===== src/rtl/pwr_pkg.sv =====
package pwr_pkg;
   localparam int TURBO_BIT = 0;   // active-low turbo in the power register
   localparam int MISER_BIT = 3;   // memory miser in the configuration register

   typedef struct packed {
      logic even;
      logic odd;
   } half_stby_t;
endpackage


===== src/rtl/pwr_regs.sv =====
module pwr_regs
   import pwr_pkg::*;
#(
   parameter int ADDR_W = 8,
   parameter int DATA_W = 8,
   parameter logic [ADDR_W-1:0] PWR_OFFSET = 'h10,
   parameter logic [ADDR_W-1:0] CFG_OFFSET = 'h12
)(
   input  logic              clk,
   input  logic              rst,
   input  logic              io_sel,
   input  logic [ADDR_W-1:0] io_addr,
   input  logic              io_wr,
   input  logic              io_rd,
   input  logic [DATA_W-1:0] io_wdata,
   output logic [DATA_W-1:0] io_rdata,
   output logic              turbo_off,
   output logic              miser_on
);
   if (DATA_W <= MISER_BIT) begin : g_bad_width
      $error("pwr_regs: DATA_W too narrow for the miser bit");
   end
   if (PWR_OFFSET == CFG_OFFSET) begin : g_bad_offsets
      $error("pwr_regs: register offsets must differ");
   end

   logic pmr_hit, cfg_hit, pmr_wr, cfg_wr;
   logic unused_wdata;

   assign pmr_hit = io_sel && (io_addr == PWR_OFFSET);
   assign cfg_hit = io_sel && (io_addr == CFG_OFFSET);
   assign pmr_wr  = pmr_hit && io_wr;
   assign cfg_wr  = cfg_hit && io_wr;
   assign unused_wdata = ^io_wdata;

   always_ff @(posedge clk) begin
      if (rst) begin
         turbo_off <= 1'b0;
         miser_on  <= 1'b0;
      end else begin
         if (pmr_wr) turbo_off <= io_wdata[TURBO_BIT];
         if (cfg_wr) miser_on  <= io_wdata[MISER_BIT];
      end
   end

   always_comb begin
      io_rdata = '0;
      if (io_rd && pmr_hit) begin
         io_rdata            = '1;
         io_rdata[TURBO_BIT] = turbo_off;
      end else if (io_rd && cfg_hit) begin
         io_rdata[MISER_BIT] = miser_on;
      end
   end

   AST_RESET_VALUES: assert property (@(posedge clk)
      rst |=> (!turbo_off && !miser_on));
   AST_PMR_WRITE: assert property (@(posedge clk) disable iff (rst)
      pmr_wr |=> (turbo_off == $past(io_wdata[TURBO_BIT])));
   AST_NO_STRAY_WRITE: assert property (@(posedge clk) disable iff (rst)
      !(pmr_wr || cfg_wr) |=> ($stable(turbo_off) && $stable(miser_on)));
   AST_RDATA_IDLE: assert property (@(posedge clk) disable iff (rst)
      !(io_rd && (pmr_hit || cfg_hit)) |-> (io_rdata == '0));
endmodule


===== src/rtl/mem_stby_gate.sv =====
module mem_stby_gate
   import pwr_pkg::*;
#(
   parameter bit IDLE_FOLLOWS_MISER = 1'b1  // 1: EPROM variant, 0: SRAM variant
)(
   input  logic       clk,
   input  logic       rst,
   input  logic       chip_en,
   input  logic       miser_on,
   input  logic       sel,
   input  logic       byte_mode,
   input  logic       addr0,
   output half_stby_t stby
);
   logic powered, gate_half;

   if (IDLE_FOLLOWS_MISER) begin : g_eprom
      assign powered = chip_en && (sel || !miser_on);
      AST_MISER_OFF_POWERED: assert property (@(posedge clk) disable iff (rst)
         (chip_en && !miser_on) |-> (!stby.even && !stby.odd));
   end else begin : g_sram
      assign powered = chip_en && sel;
   end

   assign gate_half = sel && miser_on && byte_mode;
   assign stby.even = !powered || (gate_half && addr0);
   assign stby.odd  = !powered || (gate_half && !addr0);

   AST_OFF_WHEN_DISABLED: assert property (@(posedge clk) disable iff (rst)
      !chip_en |-> (stby.even && stby.odd));
   AST_ONE_HALF_IN_BYTE_MODE: assert property (@(posedge clk) disable iff (rst)
      (chip_en && miser_on && byte_mode && sel) |->
         ($countones({stby.even, stby.odd}) == 1));
endmodule


===== src/rtl/activity_det.sv =====
module activity_det #(
   parameter int MON_W = 16
)(
   input  logic             clk,
   input  logic             rst,
   input  logic [MON_W-1:0] mon_in,
   output logic             quiet
);
   logic [MON_W-1:0] mon_q;

   always_ff @(posedge clk) mon_q <= mon_in;

   assign quiet = (mon_q == mon_in);

   AST_CHANGE_NOT_QUIET: assert property (@(posedge clk) disable iff (rst)
      (mon_in != $past(mon_in)) |-> !quiet);
endmodule


===== src/rtl/mem_logic_pwr_ctl.sv =====
module mem_logic_pwr_ctl
   import pwr_pkg::*;
#(
   parameter int ADDR_W = 8,
   parameter int DATA_W = 8,
   parameter int MON_W  = 16,
   parameter logic [ADDR_W-1:0] PWR_OFFSET = 'h10,
   parameter logic [ADDR_W-1:0] CFG_OFFSET = 'h12
)(
   input  logic              clk,
   input  logic              rst,
   input  logic              io_sel,
   input  logic [ADDR_W-1:0] io_addr,
   input  logic              io_wr,
   input  logic              io_rd,
   input  logic [DATA_W-1:0] io_wdata,
   output logic [DATA_W-1:0] io_rdata,
   input  logic              cs_n,
   input  logic              cs_pin_is_addr,
   input  logic              eprom_sel,
   input  logic              sram_sel,
   input  logic              byte_mode,
   input  logic              addr0,
   input  logic [MON_W-1:0]  mon_in,
   output logic              eprom_stby_even,
   output logic              eprom_stby_odd,
   output logic              sram_stby_even,
   output logic              sram_stby_odd,
   output logic              pla_zero_pwr,
   output logic              pdown
);
   if (MON_W < 1) begin : g_bad_mon
      $error("mem_logic_pwr_ctl: MON_W must be at least 1");
   end

   logic turbo_off, miser_on, chip_en, quiet;
   half_stby_t ep_stby, sr_stby;

   assign chip_en = cs_pin_is_addr || !cs_n;

   pwr_regs #(
      .ADDR_W(ADDR_W), .DATA_W(DATA_W),
      .PWR_OFFSET(PWR_OFFSET), .CFG_OFFSET(CFG_OFFSET)
   ) u_regs (
      .clk(clk), .rst(rst), .io_sel(io_sel), .io_addr(io_addr),
      .io_wr(io_wr), .io_rd(io_rd), .io_wdata(io_wdata), .io_rdata(io_rdata),
      .turbo_off(turbo_off), .miser_on(miser_on)
   );

   mem_stby_gate #(.IDLE_FOLLOWS_MISER(1'b1)) u_eprom (
      .clk(clk), .rst(rst), .chip_en(chip_en), .miser_on(miser_on),
      .sel(eprom_sel), .byte_mode(byte_mode), .addr0(addr0), .stby(ep_stby)
   );

   mem_stby_gate #(.IDLE_FOLLOWS_MISER(1'b0)) u_sram (
      .clk(clk), .rst(rst), .chip_en(chip_en), .miser_on(miser_on),
      .sel(sram_sel), .byte_mode(byte_mode), .addr0(addr0), .stby(sr_stby)
   );

   activity_det #(.MON_W(MON_W)) u_act (
      .clk(clk), .rst(rst), .mon_in(mon_in), .quiet(quiet)
   );

   assign eprom_stby_even = ep_stby.even;
   assign eprom_stby_odd  = ep_stby.odd;
   assign sram_stby_even  = sr_stby.even;
   assign sram_stby_odd   = sr_stby.odd;
   assign pla_zero_pwr    = turbo_off;
   assign pdown           = chip_en && turbo_off && quiet;

   AST_PDOWN_NEEDS_ENABLE: assert property (@(posedge clk) disable iff (rst)
      pdown |-> (!cs_n || cs_pin_is_addr));
   AST_PDOWN_NEEDS_TURBO_OFF: assert property (@(posedge clk) disable iff (rst)
      pdown |-> pla_zero_pwr);
   AST_ADDR_MODE_ENABLED: assert property (@(posedge clk) disable iff (rst)
      (cs_pin_is_addr && !miser_on) |-> !(eprom_stby_even || eprom_stby_odd));
endmodule


===== config.mk =====
export PLATFORM = sky130hd
export DESIGN_NAME = mem_logic_pwr_ctl
export DESIGN_NICKNAME = d
export VERILOG_FILES = /design/src/rtl/pwr_pkg.sv /design/src/rtl/pwr_regs.sv /design/src/rtl/mem_stby_gate.sv /design/src/rtl/activity_det.sv /design/src/rtl/mem_logic_pwr_ctl.sv
export SDC_FILE = /design/constraint.sdc
export NUM_CORES = 1
export LEC_CHECK = 0
export BUFFER_PORTS_ARGS = -buffer_cell sky130_fd_sc_hd__buf_2
export CAP_MARGIN = 20
export CORE_UTILIZATION = 34
export DETAILED_ROUTE_END_ITERATION = 8
export PLACE_DENSITY = 0.83
export SLEW_MARGIN = 20
export SYNTH_ARGS = -nofsm -noshare
export SYNTH_HDL_FRONTEND = slang
export SYNTH_SLANG_ARGS = --single-unit

===== constraint.sdc =====
create_clock -name clk -period 1.2 [get_ports clk]
set_input_delay 0.18 -clock clk [delete_from_list [all_inputs] [get_ports clk]]
set_output_delay 0.18 -clock clk [all_outputs]
set_load 0.03 [all_outputs]

### After elaboration in Yosys (flattened, before gate mapping)

Cells that the tools add are included.

| word-level totals | value |
|---|---|
| flip-flop bits (word level) | 18 |
| latch bits | 0 |
| bits in writable memories | 0 |
| ROM bits | 0 |
| output and inout port bits | 14 |
| word-level logic and storage cells | 39 |
| memories | 0 |

| operators by class | value |
|---|---|
| $add $sub $neg | 0 |
| multiply operators | 0 |
| div/mod/pow operators | 0 |
| magnitude comparators | 0 |
| equality and inequality tests | 3 |
| shift-type cells | 0 |
| multiplexer cells | 4 |
| bitwise operators | 0 |
| reductions and logical operators | 29 |

Operator list:

| operator | count |
|---|---|
| 1-bit logical AND | 18 |
| 16-bit == test | 1 |
| 8-bit by 5-bit == test with 1-bit output (second input constant) | 2 |
| 1-bit logical OR | 6 |
| 1-bit logical NOT | 5 |
| 4-bit 2-to-1 mux | 1 |
| 3-bit 2-to-1 mux | 1 |
| 1-bit 2-to-1 mux | 2 |

### Logic depth before layout (Yosys ltp)

Gate-level depths: netlist of run 1.

| logic depth | value |
|---|---|
| depth after elaboration | 5 |
| mapped depth | 4 |

### Hierarchy

Synthesis of run 1 repeated with hierarchy kept, for this count alone.

| second synthesis, totals | value |
|---|---|
| cell total of the unflattened synthesis | 70 |
| area total of the unflattened synthesis | 788.3 um^2 |

Modules (own cells, without submodules):

| module | times used | cells an instance | area an instance (um^2) | seq. area each (um^2) |
|---|---|---|---|---|
| activity_det | 1 | 37 | 498.0 | 320.3 |
| pwr_regs | 1 | 22 | 215.2 | 40.0 |
| mem_stby_gate (u_eprom) | 1 | 5 | 28.8 | 0.0 |
| mem_stby_gate (u_sram) | 1 | 4 | 26.3 | 0.0 |
| mem_logic_pwr_ctl | 1 | 2 | 20.0 | 0.0 |

### Least setup slack after synthesis of run 1

No wires, ideal clock.

| timing path | value |
|---|---|
| path kind | input -> output |
| start | input io_addr[3] |
| end | output io_rdata[0] |
| arrival | 1,710 ps |
| required time | 1,020 ps |
| slack | -690 ps |
| stages | 4 |
| cell sequence | nor4bb_1 > nand3_1 > nor2_1 > and2_1 |

| between the ends | value |
|---|---|
| longest elaborated chain between the ends | 4 |

RTL lines:

| element | RTL line | source |
|---|---|---|
| from (decl) | mem_logic_pwr_ctl.sv:13 | `input logic [ADDR_W-1:0] io_addr,` |
| 8-bit by 5-bit == test with 1-bit output | pwr_regs.sv:30 | `assign pmr_hit = io_sel && (io_addr == PWR_OFFSET);` |
| 1-bit logical AND | pwr_regs.sv:30 |  |
| 1-bit logical AND | pwr_regs.sv:48 | `if (io_rd && pmr_hit) begin` |
| 3-bit 2-to-1 mux | pwr_regs.sv:48 |  |
| to (decl) | mem_logic_pwr_ctl.sv:17 | `output logic [DATA_W-1:0] io_rdata,` |

Every way passes these cells.

### Final worst setup path of run 1

| timing path | value |
|---|---|
| start | register u_act.mon_q[10] |
| end | output pdown |

| between the ends | value |
|---|---|
| longest elaborated chain between the ends | 2 |

RTL lines:

| element | RTL line | source |
|---|---|---|
| from (decl) | activity_det.sv:9 | `logic [MON_W-1:0] mon_q;` |
| from (signal assigned) | activity_det.sv:11 | `always_ff @(posedge clk) mon_q <= mon_in;` |
| 16-bit == test | activity_det.sv:13 | `assign quiet = (mon_q == mon_in);` |
| 1-bit logical AND | mem_logic_pwr_ctl.sv:69 | `assign pdown = chip_en && turbo_off && quiet;` |
| to (decl) | mem_logic_pwr_ctl.sv:30 | `output logic pdown` |

Every way passes these cells.

==> results.sh, run 1 <==
export IMPL_place_congestion=0.6218
export IMPL_p_leak_nw=0.6478
export IMPL_period_minus_slack_ps=1919
export IMPL_io_pin_count=57
export IMPL_synthesis_yosys_warnings=0
export IMPL_preCtsSetupSlack_ps=-533.1
export IMPL_ys_seq_elements=18
export IMPL_aggregate_global_route_resource_usage=0.1697
export IMPL_timing_final_ws_setup_ps=-718.9
export IMPL_initialDrtViolationCount=2
export IMPL_failing_checks="negative setup slack"
export IMPL_post_drt_via_cell_ratio=4.673
export IMPL_antenna_violating_nets_post_route=0
export IMPL_routed_wirelength_mm=2.233
export IMPL_floorplan_die_width_um=48.20
export IMPL_cp_max_fo=1
export IMPL_vias=771
export IMPL_worst_hold_path_cell_count=1
export IMPL_tightest_slew_ps=313.3
export IMPL_initial_core_util=0.3662
export IMPL_setup_tns_final_ps=-3007
export IMPL_clock_sink_count=18
export IMPL_setup_viol=12
export IMPL_crit_slowest_cell="sky130_fd_sc_hd__or4_4"
export IMPL_finish_net_count=183
export IMPL_globalRoute_totalOverflow=0
export IMPL_grt_max_degree=10
export IMPL_clk_insertion_delay_late_ps=290
export IMPL_clk_transition_reported_paths_ps=100
export IMPL_die_area_sq_mm=0.002323
export IMPL_maxSlewViolCount=0
export IMPL_clock_skew_ps=0
export IMPL_detail_route_wl_per_cell_um=13.53
export IMPL_syn_nets=111
export IMPL_global_route_wire_length_before_repair_mm=2.525
export IMPL_dr_wl_met3_um=213
export IMPL_worst_setup_path_type="reg2out"
export IMPL_timing_reg2reg_worst_path_depth=4
export IMPL_ys_seq_area_frac=0.4966
export IMPL_timing_rr_start="u_regs.miser_on"
export IMPL_placementRows=16
export IMPL_share_of_layout_cells_above_drive_strength_1=0.6522
export IMPL_timing_final_hold_violations=0
export IMPL_synthCells=68
export IMPL_min_delay_path_class="in2reg"
export IMPL_core_region_area_sq_mm=0.001982
export IMPL_antennaDiodeCount=0
export IMPL_tritoncts="built"
export IMPL_maxCapViolations=0
export IMPL_numCtsBuffers=3
export IMPL_drcViolationCount=0
export IMPL_cts_max_path_buffers=2
export IMPL_r2r_slack_ps=320
export IMPL_min_delay_start="mon_in[15]"
export IMPL_worst_path_cell_trace="xnor2_1, nand4_1, or4_4, nor4_4, buf_6"
export IMPL_max_freq_mhz=521.1
export IMPL_cellPowerDensity_mw_per_mm2=827.0
export IMPL_firstDrtPassIters=5
export IMPL_worstReg2RegEnd="u_regs.miser_on"
export IMPL_yosysUniqueCellTypes=22
export IMPL_antenna_found_initial=0
export IMPL_ctsHtreeMaxLevel=1
export IMPL_met2RoutedLength_mm=1.180
export IMPL_power_ir_vdd_worst_uv=773.7
export IMPL_critical_path_buf_inv_count=1
export IMPL_worst_setup_path_end_kind="output port"
export IMPL_whs_endpoint="u_act.mon_q[15]"
export IMPL_first_global_vias=652
export IMPL_rsz_0062_raised_after_global_routing="true"
export IMPL_arrival_ps=1740
export IMPL_run_status="finished with violations"
export IMPL_final_min_period_over_clock_period=1.599
export IMPL_cts_root_buf="sky130_fd_sc_hd__clkbuf_4"
export IMPL_crit_path_start_kind="register"
export IMPL_syn_area_per_cell_sq_um=10.67
export IMPL_final_fill_count=143
export IMPL_critical_path_s_top_delay_family="simple AND/OR/NAND/NOR gates"
export IMPL_layout_area_overhead_vs_synth_pct=95.17
export IMPL_fp_dieH_um=48.20
export IMPL_top_layer="met4"
export IMPL_wl_met1_um=800
export IMPL_final_core_utilization=0.7146
export IMPL_worst_path_largest_cell_delay_ps=560
export IMPL_port_buffer_count=50
export IMPL_maxSlewHeadroom=0.7892
export IMPL_syn_cell_area_sq_um=725.7
export IMPL_hpwl_mm=1.302
export IMPL_crit_required_ps=1020
-- logic make-up after synthesis --
family,after synthesis,share of synthesized area
xor+xnor,16,0.2035
compound gates,5,0.04310
buf+inv,7,0.06208
simple gates,20,0.1673
mux,2,0.02759
flops,18,0.4966
-- stage by stage --
| stage | instances | cell area, sq um | total power [mW] | hold WS, ps |
|---|---|---|---|---|
| floorplan | 68 | 813.3 | 0.7432 | 207.7 |
| global placement | 145 | 1079 | 0.8356 | 306.9 |
| detailed placement | 145 | 1079 | 0.8435 | 310.3 |
| CTS | 157 | 1294 | 1.159 | 1.211 |
| global route | 165 | 1416 | 1.230 | 0.6594 |
| finish | 165 | 1416 | 1.171 | 3.012 |
-- worst max path at each step --
| stage | startpoint | to | depth (start not counted) |
|---|---|---|---|
| 2_1_floorplan | u_act.mon_q[2] | pdown | 4 |
| 3_3_place_gp | mon_in[11] | pdown | 6 |
| 3_5_place_dp | mon_in[11] | pdown | 6 |
| 4_1_cts | u_act.mon_q[10] | pdown | 5 |
| 5_1_grt | u_act.mon_q[3] | pdown | 5 |
| 6_report | u_act.mon_q[10] | pdown | 5 |
-- cell usage after synthesis --
| master | count | share of area |
|---|---|---|
| sky130_fd_sc_hd__mux2i_1 | 2 | 0.028 |
| sky130_fd_sc_hd__nand2_1 | 2 | 0.010 |
| sky130_fd_sc_hd__nor4bb_1 | 1 | 0.014 |
| sky130_fd_sc_hd__o311ai_0 | 1 | 0.012 |
| sky130_fd_sc_hd__and2_1 | 1 | 0.0086 |
| sky130_fd_sc_hd__buf_4 | 5 | 0.052 |
| sky130_fd_sc_hd__nor4_1 | 1 | 0.0086 |
| sky130_fd_sc_hd__xnor2_2 | 1 | 0.022 |
| sky130_fd_sc_hd__nor4_2 | 1 | 0.017 |
| sky130_fd_sc_hd__dfxtp_1 | 18 | 0.50 |
| sky130_fd_sc_hd__nand4b_1 | 1 | 0.012 |
| sky130_fd_sc_hd__nand3_1 | 4 | 0.028 |
| sky130_fd_sc_hd__a21oi_1 | 1 | 0.0069 |
| sky130_fd_sc_hd__o21ai_0 | 2 | 0.014 |
| sky130_fd_sc_hd__nand2b_1 | 1 | 0.0086 |
| sky130_fd_sc_hd__or4_1 | 1 | 0.010 |
| sky130_fd_sc_hd__xnor2_1 | 12 | 0.14 |
| sky130_fd_sc_hd__xor2_1 | 3 | 0.036 |
| sky130_fd_sc_hd__inv_1 | 2 | 0.010 |
| sky130_fd_sc_hd__a21boi_0 | 1 | 0.010 |
| sky130_fd_sc_hd__nor2_1 | 3 | 0.016 |
| sky130_fd_sc_hd__nand4_1 | 4 | 0.034 |
-- repair_timing --
item | 4_1_cts | 5_1_grt
hold buffers | 2 | 5
buffers inserted | 7 | 3
hold endpoints to repair | 2 | 5
pin swaps | 12 | 7
endpoints found under the setup margin | 13 | 13
gates resized for setup | 36 | 13
-- report_power, final --
part	internal (mW)	switching, mW	leakage (nW)
logic	0.136	0.105	0.482
clock network	0.117	0.174	0.0138
registers	0.627	0.0132	0.152
-- layout by cell type, fill, tap and decap left out, types with 2 or more instances in the layout --
master and count:
sky130_fd_sc_hd__buf_2 34, sky130_fd_sc_hd__buf_4 7, sky130_fd_sc_hd__buf_6 24, sky130_fd_sc_hd__clkbuf_4 3
sky130_fd_sc_hd__dfxtp_1 13, sky130_fd_sc_hd__dfxtp_2 5, sky130_fd_sc_hd__dlygate4sd3_1 7, sky130_fd_sc_hd__mux2i_1 2
sky130_fd_sc_hd__nand2_2 2, sky130_fd_sc_hd__nand3_2 3, sky130_fd_sc_hd__nand4_1 4, sky130_fd_sc_hd__nor2_1 2
sky130_fd_sc_hd__nor4_4 2, sky130_fd_sc_hd__xnor2_1 11, sky130_fd_sc_hd__xnor2_2 2, sky130_fd_sc_hd__xor2_1 3
-- state kept, by name, summed over array words and instances (netlist names) --
register / flops
u_regs.turbo_off: 1
u_act.mon_q: 16
u_regs.miser_on: 1
-- area by class of cell --
class                      instances  area, sq um  share of cell area
timing repair buffer              72        563.0              0.3975
multi-input combinational         43        422.9              0.2986
sequential                        18        366.6              0.2588
tap                               27        33.78             0.02385
clock buffer                       3        22.52             0.01590
inverter                           2        7.507            0.005300
-- layer usage --
metal | GRT usage | up-vias
met5 | 0 | -
met4 | 0.08333 | 0
met3 | 0.03704 | 4
met2 | 0.3627 | 47
met1 | 0.1373 | 350
li1 | - | 370
(Power assumes the default switching activity.)
==> run 2, diff against run 1 <==
ABC_AREA = 1   (was default)
CORE_UTILIZATION = 37   (was 34)
CTS_CLUSTER_DIAMETER = 30   (was default)
SETUP_SLACK_MARGIN = 0.05   (was default)
==> run 2 against run 1 <==
Against the previous run:
- the flow still finishes with violations (negative setup slack)
- final area grew 9.2%
- first-iteration DRC count grew to 3.5 times the previous value
- via count grew 32%
- maximum frequency grew 28%
- largest cell class unchanged
- largest power group unchanged
- highest routed layer unchanged
==> results.sh, run 2 <==
export IMPL_top_layer="met4"
export IMPL_worst_path_largest_cell_delay_ps=340
export IMPL_top_register="u_act.mon_q"
export IMPL_worst_setup_path_end_kind="output port"
export IMPL_placed_cell_area_sq_mm=0.001175
export IMPL_tightest_slew_ps=359.1
export IMPL_syn_nets=180
export IMPL_floorplan_die_width_um=51.28
export IMPL_numCtsBuffers=3
export IMPL_place_congestion=0.7068
export IMPL_post_synth_top_area_fraction=0.4011
export IMPL_ys_seq_area_frac=0.4011
export IMPL_pwr_share_seq=0.499
export IMPL_worst_path_cell_trace="inv_1, nand2_1, nand2_1, inv_1, nand2_1, nor2_2, nand3_2, nor2_4, buf_6"
export IMPL_failing_checks="negative setup slack"
export IMPL_period_minus_slack_ps=1501
export IMPL_design_area_sq_mm=0.001546
export IMPL_ys_seq_elements=18
export IMPL_critical_path_s_top_delay_family="simple AND/OR/NAND/NOR gates"
export IMPL_clock_sink_count=18
export IMPL_layout_area_overhead_vs_synth_pct=72.14
export IMPL_dr_wl_met3_um=137
export IMPL_yosysUniqueCellTypes=13
export IMPL_synth_edf_count=0
export IMPL_aggregate_global_route_resource_usage=0.1725
export IMPL_port_buffer_count=50
export IMPL_globalRoute_totalOverflow=0
export IMPL_grt_max_degree=11
export IMPL_timing_final_hold_violations=0
export IMPL_final_fill_count=204
export IMPL_yosys_area_top_type="sky130_fd_sc_hd__dfxtp_1"
export IMPL_largest_register_ff_count=16
export IMPL_arrival_ps=1320
export IMPL_placementRows=17
export IMPL_routed_wirelength_mm=2.344
export IMPL_mostFrequentLayoutCells="sky130_fd_sc_hd__nand2_1, sky130_fd_sc_hd__buf_2, sky130_fd_sc_hd__inv_1, sky130_fd_sc_hd__buf_6, sky130_fd_sc_hd__dfxtp_1"
export IMPL_worst_setup_path_type="reg2out"
export IMPL_yosys_cell_count_top_type="sky130_fd_sc_hd__nand2_1"
export IMPL_power_ir_vdd_worst_uv=776.8
export IMPL_io_pin_count=57
export IMPL_internal_power_mw=0.9500
export IMPL_timing_final_ws_setup_ps=-300.5
export IMPL_tritoncts="built"
export IMPL_layout_cells_most_common="sky130_fd_sc_hd__nand2_1"
export IMPL_r2r_slack_ps=360
export IMPL_maxCapViolations=0
export IMPL_crit_path_start="u_act.mon_q[10]"
export IMPL_netlist_top_cells_count="sky130_fd_sc_hd__nand2_1, sky130_fd_sc_hd__inv_1, sky130_fd_sc_hd__dfxtp_1"
export IMPL_crit_cells=9
export IMPL_dominant_cell_type_by_count_on_the_critical_path="sky130_fd_sc_hd__nand2_1"
export IMPL_first_global_vias=864
export IMPL_critical_path_endpoint="pdown"
export IMPL_wl_met1_um=820
export IMPL_p_leak_nw=0.8382
export IMPL_setup_tns_final_ps=-544.0
export IMPL_rsz_0062_raised_after_global_routing="true"
export IMPL_fp_dieH_um=51.28
export IMPL_timing_rr_start="u_regs.turbo_off"
export IMPL_die_area_sq_mm=0.002629
export IMPL_power_net_switching_mw=0.3273
export IMPL_pwr_share_comb=0.211
export IMPL_cellPowerDensity_mw_per_mm2=825.9
export IMPL_synthFlopType="sky130_fd_sc_hd__dfxtp_1"
export IMPL_clk_insertion_delay_late_ps=300
export IMPL_maxSlewHeadroom=0.7585
export IMPL_ctsHtreeMaxLevel=1
export IMPL_antenna_found_initial=0
export IMPL_cts_max_path_buffers=2
export IMPL_p_sw_frac=0.2562
export IMPL_max_freq_mhz=666.4
export IMPL_crit_path_start_kind="register"
export IMPL_antenna_violating_nets_post_route=0
export IMPL_asyncSetResetFlopFracSynth=0
export IMPL_layout_top_registers="u_act.mon_q: 16 flops, u_regs.miser_on: 1 flops, u_regs.turbo_off: 1 flops"
export IMPL_worstReg2RegEnd="u_regs.turbo_off"
export IMPL_crit_required_ps=1020
export IMPL_fin_total_pwr_mw=1.277
export IMPL_p_clk_frac=0.290
export IMPL_share_of_layout_cells_above_drive_strength_1=0.4279
export IMPL_min_delay_path_class="in2reg"
export IMPL_met2RoutedLength_mm=1.349
export IMPL_finish_net_count=245
export IMPL_clk_transition_reported_paths_ps=100
export IMPL_antennaDiodeCount=0
export IMPL_maxSlewViolCount=0
export IMPL_critical_path_buf_inv_count=3
export IMPL_detail_route_wl_per_cell_um=10.24
export IMPL_syn_cell_area_sq_um=898.4
export IMPL_run_status="finished with violations"
export IMPL_synthCells=137
export IMPL_final_min_period_over_clock_period=1.250
export IMPL_timing_reg2reg_worst_path_depth=6
export IMPL_synthesis_yosys_warnings=0
export IMPL_initialDrtViolationCount=7
export IMPL_firstDrtPassIters=4
export IMPL_yosys_top_cells_area="sky130_fd_sc_hd__dfxtp_1, sky130_fd_sc_hd__nand2_1, sky130_fd_sc_hd__inv_1, sky130_fd_sc_hd__nor2_1, sky130_fd_sc_hd__o21ai_0"
export IMPL_drcViolationCount=0
export IMPL_syn_area_per_cell_sq_um=6.557
export IMPL_vias=1016
export IMPL_hpwl_mm=1.355
export IMPL_cts_root_buf="sky130_fd_sc_hd__clkbuf_4"
export IMPL_crit_slowest_cell="sky130_fd_sc_hd__dfxtp_2"
export IMPL_global_route_wire_length_before_repair_mm=3.256
export IMPL_setup_viol=4
export IMPL_clock_skew_ps=0
export IMPL_cp_max_fo=2
export IMPL_initial_core_util=0.3984
export IMPL_core_region_area_sq_mm=0.002255
export IMPL_post_drt_via_cell_ratio=4.437
[run 2: cell count changes after synthesis, sizes merged, moves of 2 or more]
cell and change:
mux2i -2, inv +34, xnor2 -11, nor4 -2, nand3 +3, nor2 +13, nand2 +35, o21ai +6
[run 2: cells by family (layout without fill, tap and decap cells)]
logic type | count (synthesis) | count (layout) | synth area share
AOI/OAI and AO/OA | 9 | 9 | 0.05293
DFF | 18 | 18 | 0.4011
buffers and inverters | 41 | 105 | 0.1922
xor gates and xnor gates | 6 | 6 | 0.05850
and+or+nand+nor | 63 | 63 | 0.2953
[run 2: area by class of cell]
cell class                      instances  area (sq um)  area share
Tap cell                               28         35.03     0.02265
Clock buffer                            4         36.28     0.02346
Sequential cell                        18         370.4      0.2395
Inverter                               36         142.6     0.09223
Timing Repair Buffer                   65         513.0      0.3317
Multi-Input combinational cell         78         449.2      0.2905
[run 2: what timing repair did]
item | 4_1_cts | 5_1_grt
endpoints found under the setup margin | 13 | 13
setup buffers | 2 | 2
pin swaps | 8 | 8
hold endpoints to repair | 4 | 7
gates resized for setup | 38 | 31
hold buffers | 4 | 7
[run 2: worst reg2reg max path, delay by kind of cell, from the launching register on]
| family | cells | cell delay, ps |
|---|---|---|
| simple gates | 2 | 130 |
| buf+inv | 4 | 310 |
| flops | 1 | 340 |
[run 2: worst min path at each step]
stage | startpoint | endpoint | cells after the start
after detailed placement | mon_in[14] | u_act.mon_q[14] | 1
after CTS | mon_in[10] | u_act.mon_q[10] | 1
after global routing | mon_in[13] | u_act.mon_q[13] | 1
after global placement | mon_in[14] | u_act.mon_q[14] | 1
final | mon_in[4] | u_act.mon_q[4] | 1
after floorplan | mon_in[0] | u_act.mon_q[0] | 0
[run 2: per-layer routing]
metal	vias to the layer above	GRT usage
li1	527	-
met1	446	0.1473
met2	39	0.3596
met3	4	0.05952
met4	0	0.05405
met5	-	0
[run 2: power by group through the flow]
stage                     Combinational (mW)  Sequential, mW  Clock (mW)
final                                  0.270           0.638       0.370
after global routing                   0.300           0.641       0.397
after CTS                              0.223           0.638       0.375
after detailed placement               0.191           0.652           0
after global placement                 0.186           0.650           0
after floorplan                        0.102           0.650           0
[run 2: through the flow]
| stage | hold WS, ps | worst slack, ps | util | instances |
|---|---|---|---|---|
| 2_1_floorplan | 207.7 | -89.81 | - | 137 |
| 6_report | 4.719 | -300.5 | 0.6859 | 229 |
| 3_3_place_gp | 295.8 | -29.98 | 0.5211 | 212 |
| 3_5_place_dp | 299.8 | -21.40 | 0.5211 | 212 |
| 4_1_cts | 1.956 | -300.9 | 0.6121 | 222 |
| 5_1_grt | 0.9012 | -392.1 | 0.6859 | 229 |
==> run 3, diff against run 2 <==
SKIP_LAST_GASP = 1   (was default)
==> run 3 against run 2 <==
Against the previous run:
- the flow still finishes with violations (negative setup slack)
- first-iteration DRC count shrank 14%
- routed wire length shrank 2.6%
- global-route usage shrank 0.87 points
- non-clock buffer count is the same
- clock power is essentially flat
- cell count is the same
- setup slack is essentially flat
- power shrank 0.59%
- critical endpoint unchanged
- largest power group unchanged
==> results.sh, run 3 (synthesized netlist as in run 2, its figures left out) <==
export IMPL_die_area_sq_mm=0.002629
export IMPL_crit_path_start="u_act.mon_q[10]"
export IMPL_antenna_violating_nets_post_route=0
export IMPL_detail_route_wl_per_cell_um=9.974
export IMPL_clk_insertion_delay_late_ps=300
export IMPL_worst_setup_path_end_kind="output port"
export IMPL_rsz_0062_raised_after_global_routing="true"
export IMPL_initial_core_util=0.3984
export IMPL_mostFrequentLayoutCells="sky130_fd_sc_hd__nand2_1, sky130_fd_sc_hd__buf_2, sky130_fd_sc_hd__inv_1, sky130_fd_sc_hd__buf_6, sky130_fd_sc_hd__dfxtp_1"
export IMPL_cts_root_buf="sky130_fd_sc_hd__clkbuf_4"
export IMPL_top_register="u_act.mon_q"
export IMPL_port_buffer_count=50
export IMPL_post_layout_nonfiller_instances=229
export IMPL_largest_register_ff_count=16
export IMPL_clk_transition_reported_paths_ps=100
export IMPL_post_drt_via_cell_ratio=4.410
export IMPL_core_region_area_sq_mm=0.002255
export IMPL_r2r_slack_ps=490
export IMPL_ctsHtreeMaxLevel=1
export IMPL_tightest_slew_ps=359.1
export IMPL_max_freq_mhz=666.5
export IMPL_critical_path_endpoint="pdown"
export IMPL_numCtsBuffers=3
export IMPL_min_delay_path_class="in2reg"
export IMPL_fp_dieH_um=51.28
export IMPL_grt_use_met1=0.1436
export IMPL_routed_wirelength_mm=2.284
export IMPL_worstReg2RegEnd="u_regs.turbo_off"
export IMPL_share_of_layout_cells_above_drive_strength_1=0.4229
export IMPL_maxSlewHeadroom=0.7585
export IMPL_cp_max_fo=2
export IMPL_aggregate_global_route_resource_usage=0.1638
export IMPL_period_minus_slack_ps=1500
export IMPL_final_min_period_over_clock_period=1.250
export IMPL_place_congestion=0.7068
export IMPL_vias=1010
export IMPL_antennaDiodeCount=0
export IMPL_placementRows=17
export IMPL_clock_sink_count=18
export IMPL_final_core_utilization=0.6776
export IMPL_crit_required_ps=1020
export IMPL_cts_max_path_buffers=2
export IMPL_fin_total_pwr_mw=1.270
export IMPL_cellPowerDensity_mw_per_mm2=831.2
export IMPL_grt_max_degree=11
export IMPL_global_route_wire_length_before_repair_mm=3.111
export IMPL_p_leak_nw=0.8342
export IMPL_dpl_cell_count=212
export IMPL_groute_layer_met3_usage=0.05952
export IMPL_layout_area_overhead_vs_synth_pct=70.06
export IMPL_arrival_ps=1320
export IMPL_clock_skew_ps=0
export IMPL_maxSlewViolCount=0
export IMPL_timing_final_hold_violations=0
export IMPL_maxCapViolations=0
export IMPL_tritoncts="built"
export IMPL_layout_cells_most_common="sky130_fd_sc_hd__nand2_1"
export IMPL_globalRoute_totalOverflow=0
export IMPL_antenna_found_initial=0
export IMPL_setup_viol=4
export IMPL_floorplan_die_width_um=51.28
export IMPL_finish_net_count=245
export IMPL_first_global_vias=833
export IMPL_firstDrtPassIters=4
export IMPL_power_ir_vdd_worst_uv=778.3
export IMPL_timing_rr_start="u_regs.turbo_off"
export IMPL_top_usage_layer="met2"
export IMPL_setup_tns_final_ps=-541.7
export IMPL_hpwl_mm=1.355
export IMPL_drcViolationCount=0
export IMPL_failing_checks="negative setup slack"
export IMPL_timing_reg2reg_worst_path_depth=5
export IMPL_io_pin_count=57
export IMPL_run_status="finished with violations"
export IMPL_initialDrtViolationCount=6
export IMPL_grt_util_met2=0.3333
export IMPL_timing_final_ws_setup_ps=-300.4
export IMPL_crit_path_start_kind="register"
export IMPL_worst_setup_path_type="reg2out"
export IMPL_layout_top_registers="u_act.mon_q: 16 flops, u_regs.miser_on: 1 flops, u_regs.turbo_off: 1 flops"
run 3: changes by cell type in the layout (fill, tap and decap cells not counted):
cell,change
sky130_fd_sc_hd__inv_2,-1
sky130_fd_sc_hd__buf_6,-3
sky130_fd_sc_hd__buf_2,+3
sky130_fd_sc_hd__inv_1,+1
run 3: metrics by stage:
step	worst slack [ps]	hold slack, ps	area, sq um
2_1_floorplan	-89.81	207.7	912.1
3_3_place_gp	-29.98	295.8	1175
3_5_place_dp	-21.40	299.8	1175
4_1_cts	-301.3	1.956	1355
5_1_grt	-395.6	0.9012	1528
6_report	-300.4	4.643	1528
run 3: worst min path at each step:
stage               startpoint              end  slack (ps)  cells past startpoint
finish               mon_in[4]   u_act.mon_q[4]           5                      1
CTS                 mon_in[10]  u_act.mon_q[10]           2                      1
global placement    mon_in[14]  u_act.mon_q[14]         300                      1
detailed placement  mon_in[14]  u_act.mon_q[14]         300                      1
floorplan            mon_in[0]   u_act.mon_q[0]         210                      0
global route        mon_in[13]  u_act.mon_q[13]         0.9                      1
run 3: critical path, stage by stage, from the launching register on:
cell and delay (ps):
sky130_fd_sc_hd__dfxtp_2 340, sky130_fd_sc_hd__inv_1 40, sky130_fd_sc_hd__nand2_1 40, sky130_fd_sc_hd__nand2_1 50, sky130_fd_sc_hd__inv_1 40, sky130_fd_sc_hd__nand2_1 50
sky130_fd_sc_hd__nor2_2 120, sky130_fd_sc_hd__nand3_2 100, sky130_fd_sc_hd__nor2_4 100, sky130_fd_sc_hd__buf_6 130
run 3: final cells by class:
type,instances,area [sq um]
repair buffers,65,494.2
clock buffers,4,36.28
multi-input cells,78,449.2
flip-flops and latches,18,370.4
fillers,208,726.9
well taps,28,35.03
inverters,36,142.6
run 3: report_power, final:
group	switching [mW]	internal, mW
logic	0.129	0.134
registers	0.0119	0.625
clock network	0.185	0.185
run 3: per-layer routing:
metal  part of all wire  wire length (um)
met2               0.57              1294
met4              0.024                55
met5                  0                 0
met1               0.34               783
met3              0.066               151
run 3: what timing repair did:
item / in CTS / in global routing
endpoints found under the hold margin: 4 / 7
endpoints found under the setup margin: 13 / 13
hold buffers: 4 / 7
pin swaps: 6 / 9
setup buffers: 2 / 1
resized for setup: 32 / 32
